--- src/rtl/irqc_pkg.sv ---
package irqc_pkg;
   localparam int CNT_W   = 5;
   localparam int DLY_W   = 11;
   localparam int THR_LSB = 16;
   localparam int DLY_LSB = 0;
   localparam int CFG_W   = 32;
   localparam logic [CNT_W-1:0] CNT_MAX = {CNT_W{1'b1}};
endpackage

--- src/rtl/irqc_route.sv ---
module irqc_route #(
   parameter int SRC_W = 8
) (
   input  logic             clk,
   input  logic             rst_n,
   input  logic [SRC_W-1:0] src_ev,
   input  logic [SRC_W-1:0] sel_a,
   input  logic [SRC_W-1:0] sel_b,
   input  logic             en_a,
   input  logic             en_b,
   output logic [SRC_W-1:0] mem_a,
   output logic [SRC_W-1:0] mem_b,
   output logic [SRC_W-1:0] direct_q
);
   logic [SRC_W-1:0] claim_a, claim_b;

   // Group A wins shared rings only while it is enabled
   assign claim_a = sel_a & {SRC_W{en_a}};
   assign claim_b = sel_b & ~claim_a & {SRC_W{en_b}};
   assign mem_a   = src_ev & claim_a;
   assign mem_b   = src_ev & claim_b;

   always_ff @(posedge clk) begin
      if (!rst_n) direct_q <= '0;
      else        direct_q <= src_ev & ~(claim_a | claim_b);
   end

   p_pass_excl_r9: assert property (@(posedge clk) disable iff (!rst_n)
      1'b1 |=> ((direct_q & $past(claim_a | claim_b)) == '0));
   p_overlap_r8: assert property (@(posedge clk) disable iff (!rst_n)
      (en_a && (sel_a & src_ev) != '0) |-> ((mem_b & sel_a) == '0));
endmodule

--- src/rtl/irqc_group.sv ---
module irqc_group
   import irqc_pkg::*;
#(
   parameter int SRC_W = 8
) (
   input  logic             clk,
   input  logic             rst_n,
   input  logic [SRC_W-1:0] mem_ev,
   input  logic             tick_i,
   input  logic             ack_i,
   input  logic             en_i,
   input  logic [CNT_W-1:0] thr_i,
   input  logic [DLY_W-1:0] maxd_i,
   output logic             irq_o
);
   localparam int PC_W  = $clog2(SRC_W + 1);
   localparam int SUM_W = CNT_W + 1;

   logic [CNT_W-1:0] cnt_q, base, cnt_n;
   logic [DLY_W-1:0] dly_q;
   logic [PC_W-1:0]  pc;
   logic [SUM_W-1:0] sum;
   logic [DLY_W:0]   dly_inc;
   logic             irq_q, adv, hit_cnt, hit_dly;

   always_comb begin
      pc = '0;
      for (int i = 0; i < SRC_W; i++) pc = pc + PC_W'(mem_ev[i]);
   end

   assign base    = ack_i ? '0 : cnt_q;
   assign sum     = {1'b0, base} + SUM_W'(pc);
   assign cnt_n   = (sum > SUM_W'(CNT_MAX)) ? CNT_MAX : sum[CNT_W-1:0];
   assign hit_cnt = (cnt_n >= thr_i);
   assign adv     = tick_i && (cnt_q != '0) && !irq_q && !ack_i;
   assign dly_inc = {1'b0, dly_q} + 1'b1;
   assign hit_dly = adv && (dly_inc >= {1'b0, maxd_i});

   always_ff @(posedge clk) begin
      if (!rst_n || !en_i) begin
         irq_q <= 1'b0;
         cnt_q <= '0;
         dly_q <= '0;
      end else if (ack_i) begin
         irq_q <= hit_cnt;
         cnt_q <= cnt_n;
         dly_q <= '0;
      end else begin
         irq_q <= irq_q | hit_cnt | hit_dly;
         cnt_q <= cnt_n;
         if (adv) dly_q <= dly_inc[DLY_W-1:0];
      end
   end

   assign irq_o = irq_q;

   p_sticky_r4: assert property (@(posedge clk) disable iff (!rst_n)
      (irq_o && !ack_i && en_i) |=> irq_o);
   p_ack_clear_r5: assert property (@(posedge clk) disable iff (!rst_n)
      (ack_i && mem_ev == '0) |=> (!irq_o && cnt_q == '0));
   p_disabled_r7: assert property (@(posedge clk) disable iff (!rst_n)
      !en_i |=> (!irq_o && cnt_q == '0));
   p_cnt_sat_r10: assert property (@(posedge clk) disable iff (!rst_n)
      (cnt_q == CNT_MAX && !ack_i && en_i) |=> cnt_q == CNT_MAX);
   p_dly_idle_r3: assert property (@(posedge clk) disable iff (!rst_n)
      (cnt_q == '0) |-> (dly_q == '0));
endmodule

--- src/rtl/irq_coalescer.sv ---
module irq_coalescer
   import irqc_pkg::*;
#(
   parameter int NUM_RINGS = 4
) (
   input  logic                 clk,
   input  logic                 rst_n,
   input  logic [NUM_RINGS-1:0] rx_done,
   input  logic [NUM_RINGS-1:0] tx_done,
   input  logic                 tick_10us,
   input  logic [CFG_W-1:0]     cfg_a,
   input  logic [CFG_W-1:0]     cfg_b,
   input  logic                 ack_a,
   input  logic                 ack_b,
   output logic                 irq_a,
   output logic                 irq_b,
   output logic [NUM_RINGS-1:0] rx_direct,
   output logic [NUM_RINGS-1:0] tx_direct
);
   localparam int SRC_W   = 2 * NUM_RINGS;
   localparam int SEL_LSB = CFG_W - SRC_W;
   localparam int NGRP    = 2;

   generate
      if (NUM_RINGS < 1 || SRC_W > CFG_W - (THR_LSB + CNT_W))
         $error("irq_coalescer: NUM_RINGS does not fit the configuration word");
   endgenerate

   logic [SRC_W-1:0] src, direct_q;
   logic [CFG_W-1:0] cfg  [NGRP];
   logic [SRC_W-1:0] sel  [NGRP];
   logic [SRC_W-1:0] mem  [NGRP];
   logic [NGRP-1:0]  en, ack, irq;

   // Source bit order matches the selection field: receive rings on top
   assign src    = {rx_done, tx_done};
   assign cfg[0] = cfg_a;
   assign cfg[1] = cfg_b;
   assign ack    = {ack_b, ack_a};

   irqc_route #(.SRC_W(SRC_W)) u_route (
      .clk(clk), .rst_n(rst_n), .src_ev(src),
      .sel_a(sel[0]), .sel_b(sel[1]), .en_a(en[0]), .en_b(en[1]),
      .mem_a(mem[0]), .mem_b(mem[1]), .direct_q(direct_q)
   );

   for (genvar g = 0; g < NGRP; g++) begin : g_grp
      assign sel[g] = cfg[g][SEL_LSB +: SRC_W];
      assign en[g]  = (cfg[g][THR_LSB +: CNT_W] != '0);
      irqc_group #(.SRC_W(SRC_W)) u_grp (
         .clk(clk), .rst_n(rst_n), .mem_ev(mem[g]), .tick_i(tick_10us),
         .ack_i(ack[g]), .en_i(en[g]),
         .thr_i(cfg[g][THR_LSB +: CNT_W]), .maxd_i(cfg[g][DLY_LSB +: DLY_W]),
         .irq_o(irq[g])
      );
   end

   assign irq_a     = irq[0];
   assign irq_b     = irq[1];
   assign rx_direct = direct_q[SRC_W-1:NUM_RINGS];
   assign tx_direct = direct_q[NUM_RINGS-1:0];

   p_pulse_r9: assert property (@(posedge clk) disable iff (!rst_n)
      (src == '0) |=> (direct_q == '0));
endmodule

--- config.mk ---
export PLATFORM = sky130hd
export DESIGN_NAME = irq_coalescer
export DESIGN_NICKNAME = d
export VERILOG_FILES = /design/src/rtl/irqc_pkg.sv /design/src/rtl/irqc_route.sv /design/src/rtl/irqc_group.sv /design/src/rtl/irq_coalescer.sv
export SDC_FILE = /design/constraint.sdc
export NUM_CORES = 1
export LEC_CHECK = 0
export BUFFER_PORTS_ARGS = -buffer_cell sky130_fd_sc_hd__buf_4
export CAP_MARGIN = 5
export CORE_ASPECT_RATIO = 1.2
export CORE_UTILIZATION = 54
export CTS_CLUSTER_DIAMETER = 120
export DETAILED_ROUTE_END_ITERATION = 12
export GPL_ROUTABILITY_DRIVEN = 0
export GPL_TIMING_DRIVEN = 0
export MAX_ROUTING_LAYER = met4
export PLACE_DENSITY = 0.86
export RECOVER_POWER = 100
export SETUP_SLACK_MARGIN = 0.2
export SLEW_MARGIN = 20
export SYNTH_ARGS = -nofsm -noshare
export SYNTH_HDL_FRONTEND = slang
export SYNTH_SLANG_ARGS = --single-unit
export TNS_END_PERCENT = 30
--- constraint.sdc ---
create_clock -name clk -period 7.8 [get_ports clk]
set_input_delay 1.56 -clock clk [delete_from_list [all_inputs] [get_ports clk]]
set_output_delay 1.56 -clock clk [all_outputs]
set_load 0.05 [all_outputs]
**After elaboration in Yosys (flattened, before gate mapping)**

Index checks and enable logic that the tools add are counted.

- Register bits after elaboration: 42
- Input bits: 77
- Output and inout bits: 10
- Word-level logic and storage cells: 73

- Add/subtract/negate cells: 18
- Magnitude comparators: 6
- Multiplexer cells: 6
- Bitwise gates (word level): 13
- Reductions and logical operators: 23

Operators by type and width:

| kind | number |
|---|---|
| adder 4 x 1 -> 4 bit | 12 |
| AND 8 bit | 6 |
| adder 11 x 1 -> 12 bit, second input constant | 2 |
| >= comparator 12 x 11 -> 1 bit | 2 |
| 2-to-1 mux 5 bit | 4 |
| nonzero test 5 bit | 4 |
| NOT 8 bit | 2 |
| adder 5 x 4 -> 6 bit | 2 |
| greater-than comparator 6 x 5 -> 1 bit, second input constant | 2 |
| >= comparator 5 bit | 2 |
| logical AND 1 bit | 8 |
| bitwise OR 8 bit | 1 |
| logical NOT 1 bit | 7 |
| adder 1 x 1 -> 2 bit | 2 |
| bitwise OR 1 bit | 4 |
| OR reduction 2 bit | 2 |
| logical OR 1 bit | 2 |
| 2-to-1 mux 1 bit | 2 |

**Depth between registers and ports, before layout**

Gate-level depths: netlist of run 1.

- Depth after elaboration: 20
- Depth in mapped cells: 27
- Depth with buffers taken out: 26

**Hierarchy**

From an unflattened synthesis of run 1, not the netlist that was laid out.

- Cells, all modules: 420
- Area, all modules: 3464.6 um^2

Modules (own cells, without submodules):

| module | instances | cells each | area an instance (um^2) |
|---|---|---|---|
| irqc_group at g_grp[0].u_grp | 1 | 182 | 1502.7 |
| irqc_group at g_grp[1].u_grp | 1 | 182 | 1496.4 |
| irqc_route | 1 | 50 | 440.4 |
| irq_coalescer | 1 | 6 | 25.0 |

**Worst setup path before layout of run 1**

No wires, ideal clock.

- Kind: input -> register
- From: input port cfg_a[19]
- To: register g_grp[0].u_grp.irq_q
- Setup time: 117 ps
- Arrival time: 6907 ps
- Required time: 7683 ps
- Slack: 775 ps
- Stages: 25
- Path through: nor4_1 > nand2_1 > clkbuf_1 > and3_1 > ha_1 > inv_1 > fa_1 > inv_1 > fa_1 > inv_1 > fa_1 > fa_1 > inv_1 > ha_1 > a21o_1 > a21o_1 > a21oi_1 > nand2b_1 > and2_1 > ha_1 > nand2b_1 > a21o_1 > a21oi_1 > o21ai_0 > a32o_1

- Word-level cells in the longest chain between the ends: 17
- Elaborated cells between the ends (all ways): 19
- Those cells by class: 8 x add/sub; 2 x order compare; 2 x mux; 4 x bitwise; 3 x reduce/logical

Ends and longest elaborated chain:

| element | line | text |
|---|---|---|
| start: declaration | irq_coalescer.sv:11 | `input logic [CFG_W-1:0] cfg_a,` |
| nonzero test 5 bit | irq_coalescer.sv:49 | `assign en[g] = (cfg[g][THR_LSB +: CNT_W] != '0);` |
| AND 8 bit | irqc_route.sv:18 | `assign claim_a = sel_a & {SRC_W{en_a}};` |
| AND 8 bit | irqc_route.sv:20 | `assign mem_a = src_ev & claim_a;` |
| adder 1 x 1 -> 2 bit | irqc_group.sv:28 | `for (int i = 0; i < SRC_W; i++) pc = pc + PC_W'(mem_ev[i]);` |
| adder 4 x 1 -> 4 bit (6 in a row) | irqc_group.sv:28 |  |
| adder 5 x 4 -> 6 bit | irqc_group.sv:32 | `assign sum = {1'b0, base} + SUM_W'(pc);` |
| greater-than comparator 6 x 5 -> 1 bit | irqc_group.sv:33 | `assign cnt_n = (sum > SUM_W'(CNT_MAX)) ? CNT_MAX : sum[CNT_W-1:0];` |
| 2-to-1 mux 5 bit | irqc_group.sv:33 |  |
| >= comparator 5 bit | irqc_group.sv:34 | `assign hit_cnt = (cnt_n >= thr_i);` |
| bitwise OR 1 bit (2 in a row) | irqc_group.sv:49 | `irq_q <= irq_q \| hit_cnt \| hit_dly;` |
| 2-to-1 mux 1 bit | irqc_group.sv:44 | `end else if (ack_i) begin` |
| end signal: assignment | irqc_group.sv:45 | `irq_q <= hit_cnt;` |
| end signal: assignment | irqc_group.sv:49 |  |
| end: declaration | irqc_group.sv:24 | `logic irq_q, adv, hit_cnt, hit_dly;` |

Several ways; a longest one is shown, not always the timed one.
A chain may end at the register's enable or synchronous reset.

**Worst setup path after layout of run 1**

Same ends and word-level chain as after synthesis.

==> flow_summary_export.csv, run 1 <==
group,metric,value,unit
route,dr.first_iter.drc_count,132,
clock_network,numCtsBuffers,5,
timing,tns,0,ps
floorplanning,initial_utilization,0.571,
synthesis,ys_seq_elements,42,
worst_hold_path,hold_path_class,"reg2reg",
clock_network,insertion_delay,300,ps
synthesis,ys_seq_area_frac,0.240,
power_and_ir_drop,power.leakage,2.17,nW
route,dr.pass1.iters,4,
timing,maxSlewViolCount,0,
timing,post-route-period-util,0.929,
clock_network,clk_pin_slew,80,ps
route,met2_length,4040,µm
placement,dpl_worst_slack,79.5,ps
synthesis,async_reset_ff_frac,0,
timing,final-setup-viol-count,0,
critical_path,r2r_slack,4970,ps
clock_network,cts_sinks,42,
synthesis,synth_area_leader_cell,"dfxtp_1",
critical_path,path_class,"in2reg",
clock_network,tritoncts,"yes",
synthesis,synthCells,442,
placement,port_buffers,70,
floorplanning,die_area,6810,µm²
finish,final_util,0.693,
synthesis,synth_edf_count,0,
synthesis,synthTopCellsByCount,"59 x nand2_1, 53 x inv_1, 48 x ha_1, 42 x dfxtp_1, 38 x nor2_1",
grt,grt_pass1_wl,13200,µm
floorplanning,die-width,75.5,µm
status,status,"completed",
critical_path,arrival,7450,ps
floorplanning,coreArea,6130,µm²
finish,syn_to_final_growth,21.2,%
critical_path,critical_path.endpoint_type,"flip-flop",
floorplanning,die_h,90.2,µm
grt,grt_max_degree,14,
grt,grt_usage,0.255,
synthesis,synth_area,3500,µm²
synthesis,synth_cell_types,43,
critical_path,cp_max_fo,10,
route,drt-met1-wl,3180,µm
timing,clock_skew,9.73,ps
clock_network,htreeDepth,2,
synthesis,synthTopCellsByArea,"dfxtp_1 24%, ha_1 17%, nand2_1 6.3%, xor2_1 5.8%, fa_1 5.7%",
timing,fmax,138,MHz
route,wl_met3,343,µm
clock_network,cts_buffer_depth,2,
placement,dp_hpwl,6350,µm
grt,grt_pass1_vias,3161,
timing,worst_pin_slew,628,ps
route,remaining_drc_errors,0,
timing,setup_ws,553,ps
timing,slew_headroom,0.577,
route,maxUsedRoutingLayer,"met4",
finish,diodes,0,
timing,layout_min_cycle_time,7250,ps
synthesis,syn_nets,577,
timing,rsz0062_at_grt,"false",
timing,finalHoldViolCount,0,
clock_network,root_buffer,"clkbuf_8",
critical_path,crit_required,8000,ps
synthesis,synth_ff_type,"dfxtp_1",
finish,nets,657,
grt,antenna_found_initial,0,
synthesis,ys_warn_count,0,
critical_path,critPathMaxStageDelay,560,ps
route,wire_per_inst,12.8,µm
route,drt-total-wl,7760,µm
floorplanning,num_rows,31,
power_and_ir_drop,power.density,151,nW/µm²
power_and_ir_drop,max-vdd-ir-drop,81.5,µV
grt,overflow,0,
route,via_count,3233,
floorplanning,ios,87,
critical_path,critPathLaunchType,"input port",
synthesis,synth_top_cell_area_share,0.240,
job,cap_violations,0,
finish,drive_above_1_share,0.141,
route,drtAntennaViolNets,0,
route,routed_via_density,5.34,
synthesis,synth_most_common_cell,"nand2_1",
critical_path,slowest_stage,"fa_1",
synthesis,syn_avg_cell_area,7.92,µm²
-- final cells by class --
type                    instances  area (µm²)
well taps                      82         103
clock inverters                 2        60.1
plain buffers                   8        31.3
clock buffers                   6        82.6
flip-flops and latches         42         841
multi-input cells             339        2420
repair buffers                 73         503
inverters                      53         199
fillers                       508        1880
-- per-layer routing --
layer  GRT usage  up-vias
li1            -     1632
met1       0.268     1497
met2       0.452       85
met3      0.0516       19
met4      0.0941        0
met5           -        -
-- worst paths after layout --
path / startpoint / to / cells past startpoint
min: g_grp[1].u_grp.dly_q[1]$_SDFFE_PP0P_ / g_grp[1].u_grp.dly_q[1]$_SDFFE_PP0P_ / 2
min reg2reg: g_grp[1].u_grp.dly_q[1]$_SDFFE_PP0P_ / g_grp[1].u_grp.dly_q[1]$_SDFFE_PP0P_ / 2
max reg2reg: g_grp[1].u_grp.cnt_q[1]$_SDFF_PP0_ / g_grp[1].u_grp.irq_o$_SDFF_PP0_ / 14
max: cfg_a[19] / g_grp[0].u_grp.irq_o$_SDFF_PP0_ / 26
-- logic make-up after synthesis --
family          synth area share
flops                      0.240
fa+ha+maj                  0.229
simple gates               0.243
mux                      0.00286
xor+xnor                   0.108
buf+inv                   0.0682
compound gates             0.110
-- worst max-delay path, delay by kind of cell --
| family | cells | cell delay, ps |
|---|---|---|
| compound gates | 7 | 1230 |
| simple gates | 6 | 1220 |
| buf+inv | 6 | 570 |
| fa+ha+maj | 7 | 2860 |
-- through the flow --
stage,instance area [µm²],hold WS [ps],power (mW),cells
3_5_place_dp,4130,492,0.435,594
4_1_cts,4270,503,0.649,602
5_1_grt,4240,544,0.684,605
3_3_place_gp,4130,476,0.424,594
2_1_floorplan,3500,460,0.371,442
6_report,4240,503,0.640,605
-- repair_timing --
item / in CTS / in global routing
hold buffers: 0 / 0
resized for setup: 0 / 3
setup buffers: 0 / 3
setup endpoints to repair: 0 / 2
-- placed cells by master, fill, tap and decap left out, types with 2 or more instances in the layout --
cell type  synthesis  final
xor2_1            23     23
ha_1              48     48
o21a_1             2      2
and4_1             5      5
bufinv_16          0      2
nand2_1           59     58
clkbuf_1           5     19
and2_0             0      2
fa_1              10     10
inv_1             53     53
or3_1              3      3
a211oi_1           4      4
nand3_1           15     15
nand2b_1           6      6
dfxtp_1           42     42
and3_1             6      6
a21o_1            10     10
nor4_1             2      2
clkbuf_8           0      6
nor2_1            38     38
nand4_1            9      9
o21ai_0           10     11
xnor2_1           20     20
nor3_1             6      6
a31oi_1            2      2
clkbuf_4           0      3
a211o_1            2      2
nor2b_1           16     16
or4_1              2      2
a21oi_1           25     25
buf_4              0     58
-- registers in the layout, indices dropped and copies added (netlist names) --
signal	flops
g_grp.u_grp.cnt_q	10
u_route.direct_q	8
g_grp.u_grp.dly_q	22
g_grp.u_grp.irq_o	2
-- report_power, final --
group,switching [mW],total [mW],leakage [nW],internal (mW)
sequential,0.00646,0.232,0.340,0.226
combinational,0.103,0.194,1.76,0.0911
clock,0.0768,0.213,0.0714,0.137
total,0.186,0.640,2.17,0.453
Power figures use the tool's default switching activity.
==> inputs of run 2 (changes only) <==
--- a/config.mk
+++ b/config.mk
@@ -13,7 +13,6 @@
 export DETAILED_ROUTE_END_ITERATION = 12
 export GPL_ROUTABILITY_DRIVEN = 0
 export GPL_TIMING_DRIVEN = 0
-export MAX_ROUTING_LAYER = met4
 export PLACE_DENSITY = 0.86
 export RECOVER_POWER = 100
 export SETUP_SLACK_MARGIN = 0.2
==> run 2 against run 1 <==
Via count fell by 0.43%. Highest routed layer unchanged. Flip-flop and latch count unchanged. Sequential power about the same. Die area is the same. Largest power group unchanged. Largest cell class unchanged. Total power rose by 0.15%. Count of clock-buffer cells in the layout stayed put.
==> flow_summary_export.csv, run 2 (synthesis results as in run 1) <==
group,metric,value,unit
status,status,"completed",
timing,post-route-period-util,0.929,
critical_path,rr_worst_depth,14,
finish,regMostFlops,"g_grp.u_grp.dly_q",
route,dr.pass1.iters,4,
finish,nets,657,
route,routed_via_density,5.32,
finish,final_cell_mix,"58 x nand2_1, 58 x buf_4, 53 x inv_1, 48 x ha_1, 42 x dfxtp_1",
timing,finalHoldViolCount,0,
grt,grt_usage,0.248,
route,wire_per_inst,12.8,µm
timing,final-setup-viol-count,0,
grt,grt_pass1_wl,13200,µm
grt,antenna_found_initial,0,
placement,port_buffers,70,
critical_path,crit_required,8010,ps
clock_network,htreeDepth,2,
floorplanning,ios,87,
clock_network,tritoncts,"yes",
finish,largest_reg_flops,22,
grt,overflow,0,
route,dr.first_iter.drc_count,113,
floorplanning,coreArea,6130,µm²
clock_network,cts_sinks,42,
clock_network,hold_buffers,0,
clock_network,cts_buffer_depth,2,
clock_network,root_buffer,"clkbuf_8",
timing,slew_headroom,0.578,
critical_path,path_class,"in2reg",
floorplanning,die_h,90.2,µm
finish,nFillCells,508,
critical_path,critPathLaunchType,"input port",
worst_hold_path,whs_endpoint,"g_grp[1].u_grp.dly_q[1]$_SDFFE_PP0P_",
floorplanning,num_rows,31,
critical_path,r2r_start,"g_grp[1].u_grp.cnt_q[1]$_SDFF_PP0_",
critical_path,crit_buf_inv,6,
critical_path,critPathMaxStageDelay,560,ps
power_and_ir_drop,power.leakage,2.17,nW
finish,syn_to_final_growth,21.2,%
finish,drive_above_1_share,0.141,
timing,maxSlewViolCount,0,
floorplanning,initial_utilization,0.571,
critical_path,r2r_slack,4970,ps
clock_network,clk_pin_slew,80,ps
critical_path,path_delay_family,"adder cells",
timing,layout_min_cycle_time,7240,ps
worst_hold_path,hold_path_class,"reg2reg",
critical_path,r2r-end,"g_grp[1].u_grp.irq_o$_SDFF_PP0_",
critical_path,arrival,7450,ps
critical_path,slowest_stage,"fa_1",
clock_network,insertion_delay,310,ps
finish,layout.cells.non_filler,605,
grt,grt_pass1_vias,3162,
route,via_count,3219,
finish,diodes,0,
floorplanning,die_area,6810,µm²
route,drtAntennaViolNets,0,
timing,fmax,138,MHz
timing,clock_skew,9.70,ps
placement,dp_hpwl,6350,µm
timing,worst_pin_slew,626,ps
critical_path,critical_path.endpoint_type,"flip-flop",
clock_network,numCtsBuffers,5,
worst_hold_path,hp-start,"g_grp[1].u_grp.dly_q[1]$_SDFFE_PP0P_",
finish,biggestRegsByFlops,"g_grp.u_grp.dly_q x22, g_grp.u_grp.cnt_q x10, u_route.direct_q x8",
power_and_ir_drop,power.density,151,nW/µm²
grt,grt_max_degree,14,
route,drt-total-wl,7760,µm
power_and_ir_drop,max-vdd-ir-drop,81.3,µV
timing,rsz0062_at_grt,"false",
timing,tns,0,ps
placement,dp_cells,594,
critical_path,cp_max_fo,10,
floorplanning,die-width,75.5,µm
job,cap_violations,0,
route,remaining_drc_errors,0,
worst_hold_path,min_path_cells,2,
run 2: tightest hold or removal path, stage by stage (launching register included):
cell and delay (ps):
dfxtp_1 340, nand2_1 60, a21oi_1 60
run 2: area by class of cell:
cell class                      count  area, µm²  share of cell area
Tap cell                           82        103              0.0242
Clock inverter                      2       60.1              0.0142
Buffer                              8       31.3             0.00737
Inverter                           53        199              0.0469
Timing Repair Buffer               73        503               0.119
Multi-Input combinational cell    339       2420               0.571
Sequential cell                    42        841               0.198
Clock buffer                        6       82.6              0.0195
run 2: timing repair:
action	4_1_cts	5_1_grt
buffers inserted	0	3
resized for setup	0	3
endpoints found under the setup margin	0	2
run 2: metrics by stage:
step	util	total power, mW	hold slack, ps	cell area (µm²)	worst slack [ps]
final	0.693	0.641	502	4240	558
after global routing	0.693	0.683	544	4240	197
after CTS	0.697	0.649	503	4270	401
after detailed placement	0.674	0.435	492	4130	79.5
after global placement	0.674	0.424	476	4130	165
after floorplan	-	0.371	460	3500	775
run 2: power breakdown:
group / internal (mW) / leakage (nW) / total [mW] / switching (mW)
clock: 0.137 / 0.0714 / 0.214 / 0.0778
sequential: 0.226 / 0.340 / 0.232 / 0.00653
combinational: 0.0911 / 1.76 / 0.194 / 0.103
run 2: how the worst max path moves through the flow:
stage / cells past startpoint / end / startpoint
6_report: 26 / g_grp[0].u_grp.irq_o$_SDFF_PP0_ / cfg_a[19]
2_1_floorplan: 25 / g_grp[0].u_grp.irq_o$_SDFF_PP0_ / cfg_a[19]
5_1_grt: 26 / g_grp[0].u_grp.irq_o$_SDFF_PP0_ / cfg_a[19]
3_5_place_dp: 26 / g_grp[0].u_grp.irq_o$_SDFF_PP0_ / cfg_a[19]
3_3_place_gp: 26 / g_grp[0].u_grp.irq_o$_SDFF_PP0_ / cfg_a[19]
4_1_cts: 26 / g_grp[0].u_grp.irq_o$_SDFF_PP0_ / cfg_a[19]
run 2: per-layer routing:
metal	track usage	vias to the layer above	wire length (µm)
met5	0	-	0
met4	0.0941	0	202
met3	0.0527	19	351
met2	0.453	84	4030
met1	0.267	1484	3170
li1	-	1632	-
